[config.mk]
export PLATFORM = sky130hd
export DESIGN_NAME = modem_flow_ctrl
export DESIGN_NICKNAME = d
export VERILOG_FILES = /design/src/rtl/mfc_pkg.sv /design/src/rtl/mfc_cts_mon.sv /design/src/rtl/mfc_rts_drv.sv /design/src/rtl/modem_flow_ctrl.sv
export SDC_FILE = /design/constraint.sdc
export NUM_CORES = 1
export LEC_CHECK = 0
export BUFFER_PORTS_ARGS = -buffer_cell sky130_fd_sc_hd__buf_4
export CAP_MARGIN = 5
export CORE_UTILIZATION = 46
export DETAILED_ROUTE_END_ITERATION = 6
export GPL_ROUTABILITY_DRIVEN = 0
export PLACE_DENSITY = 0.76
export SYNTH_ARGS = -nofsm -noshare
export SYNTH_HDL_FRONTEND = slang
export SYNTH_HIERARCHICAL = 1
export SYNTH_SLANG_ARGS = --single-unit
[constraint.sdc]
create_clock -name clk -period 1.71 [get_ports clk]
set_clock_uncertainty 0.1 [all_clocks]
set_input_delay 0.171 -clock clk [delete_from_list [all_inputs] [get_ports clk]]
set_output_delay 0.171 -clock clk [all_outputs]
set_load 0.02 [all_outputs]
[src/rtl/mfc_pkg.sv]
package mfc_pkg;
    localparam int LVL_W  = 4;
    localparam int CTRL_W = 6 + LVL_W;

    // Control word, MSB first: level, then flags down to bit 0
    typedef struct packed {
        logic [LVL_W-1:0] rts_lvl;
        logic             mdm_ie;
        logic             auto_cts;
        logic             auto_rts;
        logic             cts_hi;
        logic             rts_hi;
        logic             rts_on;
    } cfg_t;
endpackage

[src/rtl/mfc_cts_mon.sv]
module mfc_cts_mon #(
    parameter int   SYNC_STAGES = 2,
    parameter logic CTS_IDLE    = 1'b1
) (
    input  logic clk,
    input  logic rst_n,
    input  logic cts_pin_i,
    input  logic clr_i,
    output logic cts_lvl_o,
    output logic chg_o
);
    localparam int LAST = SYNC_STAGES - 1;

    typedef struct packed {
        logic [SYNC_STAGES-1:0] sync;
        logic                   prev;
        logic                   chg;
    } st_t;

    st_t st_d, st_q;

    always_comb begin
        st_d      = st_q;
        st_d.sync = {st_q.sync[LAST-1:0], cts_pin_i};
        st_d.prev = st_q.sync[LAST];
        if (st_q.sync[LAST] != st_q.prev) begin
            st_d.chg = 1'b1;
        end else if (clr_i) begin
            st_d.chg = 1'b0;
        end
    end

    always_ff @(posedge clk or negedge rst_n) begin
        if (!rst_n) begin
            st_q.sync <= {SYNC_STAGES{CTS_IDLE}};
            st_q.prev <= CTS_IDLE;
            st_q.chg  <= 1'b0;
        end else begin
            st_q <= st_d;
        end
    end

    assign cts_lvl_o = st_q.sync[LAST];
    assign chg_o     = st_q.chg;
endmodule

[src/rtl/mfc_rts_drv.sv]
module mfc_rts_drv #(
    parameter int CNT_W = 6
) (
    input  logic            clk,
    input  logic            rst_n,
    input  mfc_pkg::cfg_t   cfg_i,
    input  logic [CNT_W-1:0] rx_count_i,
    output logic            rts_pin_o
);
    typedef struct packed {
        logic pin;
    } st_t;

    st_t  st_d, st_q;
    logic at_level;
    logic drive_on;

    always_comb begin
        st_d     = st_q;
        at_level = int'(rx_count_i) >= int'(cfg_i.rts_lvl);
        drive_on = cfg_i.rts_on && !(cfg_i.auto_rts && at_level);
        st_d.pin = drive_on ? cfg_i.rts_hi : ~cfg_i.rts_hi;
    end

    always_ff @(posedge clk or negedge rst_n) begin
        if (!rst_n) begin
            st_q.pin <= 1'b1;
        end else begin
            st_q <= st_d;
        end
    end

    assign rts_pin_o = st_q.pin;
endmodule

[src/rtl/modem_flow_ctrl.sv]
module modem_flow_ctrl #(
    parameter int   CNT_W       = 6,
    parameter int   SYNC_STAGES = 2,
    parameter logic CTS_IDLE    = 1'b1
) (
    input  logic                       clk,
    input  logic                       rst_n,
    input  logic                       cts_pin_i,
    input  logic [CNT_W-1:0]           rx_count_i,
    input  logic                       tx_start_req_i,
    input  logic                       ctrl_we_i,
    input  logic [mfc_pkg::CTRL_W-1:0] ctrl_wdata_i,
    input  logic                       stat_we_i,
    input  logic                       stat_wdata_i,
    output logic                       rts_pin_o,
    output logic                       tx_permit_o,
    output logic                       rts_state_o,
    output logic                       cts_state_o,
    output logic                       cts_chg_o,
    output logic                       mdm_irq_o
);
    mfc_pkg::cfg_t cfg_d, cfg_q;
    logic          cts_lvl;
    logic          cts_active;
    logic          chg;

    always_comb begin
        cfg_d = cfg_q;
        if (ctrl_we_i) begin
            cfg_d = mfc_pkg::cfg_t'(ctrl_wdata_i);
        end
    end

    always_ff @(posedge clk or negedge rst_n) begin
        if (!rst_n) begin
            cfg_q <= '0;
        end else begin
            cfg_q <= cfg_d;
        end
    end

    mfc_cts_mon #(
        .SYNC_STAGES (SYNC_STAGES),
        .CTS_IDLE    (CTS_IDLE)
    ) u_cts (
        .clk       (clk),
        .rst_n     (rst_n),
        .cts_pin_i (cts_pin_i),
        .clr_i     (stat_we_i && stat_wdata_i),
        .cts_lvl_o (cts_lvl),
        .chg_o     (chg)
    );

    mfc_rts_drv #(
        .CNT_W (CNT_W)
    ) u_rts (
        .clk        (clk),
        .rst_n      (rst_n),
        .cfg_i      (cfg_q),
        .rx_count_i (rx_count_i),
        .rts_pin_o  (rts_pin_o)
    );

    assign cts_active  = (cts_lvl == cfg_q.cts_hi);
    assign tx_permit_o = tx_start_req_i && (!cfg_q.auto_cts || cts_active);
    assign rts_state_o = rts_pin_o;
    assign cts_state_o = cts_lvl;
    assign cts_chg_o   = chg;
    assign mdm_irq_o   = chg && cfg_q.mdm_ie;
endmodule

==> results.py <==
metrics = {
    "power_and_ir_drop": {
        "power.density_nw_per_um2": 784,
        "p_leak_nw": 0.540,
        "ir_drop_mv": 0.611,
    },
    "worst_setup_path": {
        "cp_max_fo": 4,
        "end_kind": "output pin",
        "rr_worst_depth": 5,
        "r2r_start": "cfg_q[9]",
        "critPathTopFamily": "flip-flops",
        "critPathKind": "reg2out",
        "crit_buf_inv": 1,
        "cp-start-kind": "flip-flop",
        "r2r-end": "u_rts/rts_pin_o",
        "cp.arrival_ps": 1290,
        "rrSetupSlack_ps": 350,
        "required_ps": 1440,
        "cpMaxStageDelayCell": "dfstp_2",
        "crit_path_cell_trace": "xor2_1, a21boi_0, buf_4",
        "slowest_delay_ps": 580,
    },
    "floorplanning": {
        "dieArea_um2": 1800,
        "initial_core_util_pct": 49.3,
        "pin_count": 29,
        "die-height_um": 42.4,
        "core_um2": 1520,
        "num_rows": 14,
        "die_w_um": 42.4,
    },
    "grt": {
        "grt_pass1_vias": 574,
        "grt_overflow": 0,
        "grt_max_degree": 16,
        "grt_pass1_wl_um": 2430,
        "antenna_found_initial": 0,
        "track_usage_pct": 18.0,
    },
    "min_path": {
        "holdPathEnd": "cfg_q[0]",
        "worstHoldPathType": "in2reg",
        "hold_depth": 2,
        "worstHoldStart": "ctrl_wdata_i[0]",
    },
    "timing": {
        "max_freq_mhz": 640,
        "setup_tns_ps": 0,
        "setup_viol": 0,
        "drv_slew": 0,
        "rsz0062_at_grt": "false",
        "worst_slack_ps": 147,
        "max_slew_margin_pct": 81.8,
        "report.final.hold_viol_count": 0,
        "worst_pin_slew_ps": 271,
        "period_share_pct": 91.4,
        "period_minus_slack_ps": 1560,
    },
    "cells_and_area": {
        "diodes": 0,
        "layout-drive-gt1-share_pct": 48.9,
        "nNetsFinal": 122,
        "syn_to_final_growth_pct": 44.2,
        "fin_cells": 110,
    },
    "place": {
        "dp.cells": 97,
        "io_buffers": 28,
        "dp_slack_ps": 351,
        "dpl.hpwl_um": 962,
    },
    "cts": {
        "ctsHoldBuffers": 9,
        "clockRootBuffer": "clkbuf_4",
        "ctsResizeCount": 0,
        "cts_tree": "built",
        "cts_setup_buffers": 0,
        "cts.htree.levels": 1,
        "clk_path_buf_depth": 2,
        "clkSlewWorstSetupHoldPaths_ps": 90,
        "cts_buffers": 3,
        "clock-sinks": 15,
        "clk_latency_ps": 290,
    },
    "route": {
        "dr.pass1.iters": 1,
        "wl_per_cell_um": 11.8,
        "drc": 0,
        "ant_nets": 0,
        "via_per_inst": 5.07,
        "num_vias": 558,
        "drt_iter0_drc": 0,
        "wl_um": 1300,
    },
    "synth": {
        "synth_seq_cells": 15,
        "avgSynthCellArea_um2": 13.6,
        "yosysWarnings": 6,
        "synth.top_cell.area_share_pct": 36.7,
        "syn_area_um2": 751,
        "yosysTopAreaCell": "dfrtp_1",
        "synth_nets": 82,
        "synth_cells": 55,
        "synth_cell_type_count": 24,
        "synthTopCellsByArea": "dfrtp_1 (37%), mux2_4 (20%), dfstp_2 (14%)",
        "yosysSeqAreaShare_pct": 50.7,
    },
    "outcome": {
        "status": "finished clean",
    },
    "job": {
        "cap_violations": 0,
    },
}
==> report_power, final <==
part	total [W]	switching (W)	internal (W)
clock network	0.000210	0.000121	0.0000891
logic	0.000218	0.0000844	0.000134
registers	0.000420	0.0000244	0.000396
total	0.000848	0.000230	0.000619
==> metrics by stage <==
step | hold WS, ps | instance area, um^2 | total power (W) | util (%)
after floorplan | -225 | 751 | 0.000549 | -
final | 10.9 | 1080 | 0.000848 | 71.0
after detailed placement | -68.5 | 962 | 0.000631 | 63.1
after global routing | 2.11 | 1080 | 0.000902 | 71.0
after CTS | 2.01 | 1080 | 0.000863 | 71.0
after global placement | -67.5 | 962 | 0.000627 | 63.1
==> logic make-up (layout without fill, tap and decap cells) <==
logic type	count (synthesis)	in the layout	synth area share, %
and+or+nand+nor	10	10	8.00
DFF	15	15	50.7
muxes	10	10	20.0
AOI/OAI and AO/OA	7	7	7.33
buffers and inverters	7	46	5.00
xor gates and xnor gates	2	2	2.33
adders and majority gates	4	4	6.67
==> per-layer routing <==
metal  up-vias  wire length (um)  GRT usage (%)
met5         -                 0              0
met2        17               672           29.8
li1        271                 -              -
met4         0                11           3.75
met1       267               538           21.9
met3         3                79           7.76
==> how the worst max path moves through the flow <==
stage	cells past startpoint	slack, ps	from	to
6_report	3	150	u_cts/cts_lvl_o	tx_permit_o
5_1_grt	3	60	u_cts/cts_lvl_o	tx_permit_o
4_1_cts	3	130	u_cts/cts_lvl_o	tx_permit_o
3_5_place_dp	5	350	cfg_q[9]	u_rts/rts_pin_o
3_3_place_gp	5	380	cfg_q[9]	u_rts/rts_pin_o
2_1_floorplan	2	240	u_cts/cts_lvl_o	tx_permit_o
==> cell usage after synthesis <==
| cell | n |
|---|---|
| dfstp_2 | 4 |
| buf_6 | 1 |
| o2111a_1 | 1 |
| and2_1 | 2 |
| a21oi_1 | 1 |
| mux2_4 | 10 |
| nor3_1 | 1 |
| buf_4 | 1 |
| o211a_1 | 1 |
| nand4b_1 | 1 |
| o211ai_1 | 1 |
| or3b_1 | 1 |
| dfrtp_1 | 11 |
| o21ai_1 | 1 |
| inv_1 | 5 |
| a21boi_0 | 1 |
| or2b_1 | 1 |
| a211o_1 | 1 |
| ha_1 | 4 |
| xnor2_1 | 1 |
| nand4_1 | 1 |
| nand2_1 | 2 |
| xor2_1 | 1 |
| nor2_1 | 1 |
==> cell usage in the layout (no fill, tap or decap) <==
cell type / count
buf_4: 28
dfrtp_1: 11
mux2_4: 10
dlygate4sd3_1: 9
inv_1: 5
dfstp_2: 4
ha_1: 4
clkbuf_4: 3
and2_1: 2
nand2_1: 2
xor2_1: 1
a21boi_0: 1
clkinvlp_4: 1
xnor2_1: 1
o21ai_1: 1
nor2_1: 1
o211ai_1: 1
a21oi_1: 1
nor3_1: 1
nand4b_1: 1
a211o_1: 1
nand4_1: 1
or3b_1: 1
or2b_1: 1
o2111a_1: 1
o211a_1: 1
==> final cells by class <==
class,instances,area [um^2]
fillers,119,442
flip-flops and latches,15,380
multi-input cells,33,333
repair buffers,37,300
clock buffers,3,22.5
well taps,16,20.0
inverters,5,18.8
clock inverters,1,7.51
==> state kept, by name (all words and copies together) (netlist names) <==
name / cells
u_cts/cts_lvl_o: 1
cfg_q: 10
u_cts/st_q: 1
u_cts/chg_o: 1
u_rts/rts_pin_o: 1
u_cts/st_d: 1
Power figures use the tool's default switching activity.
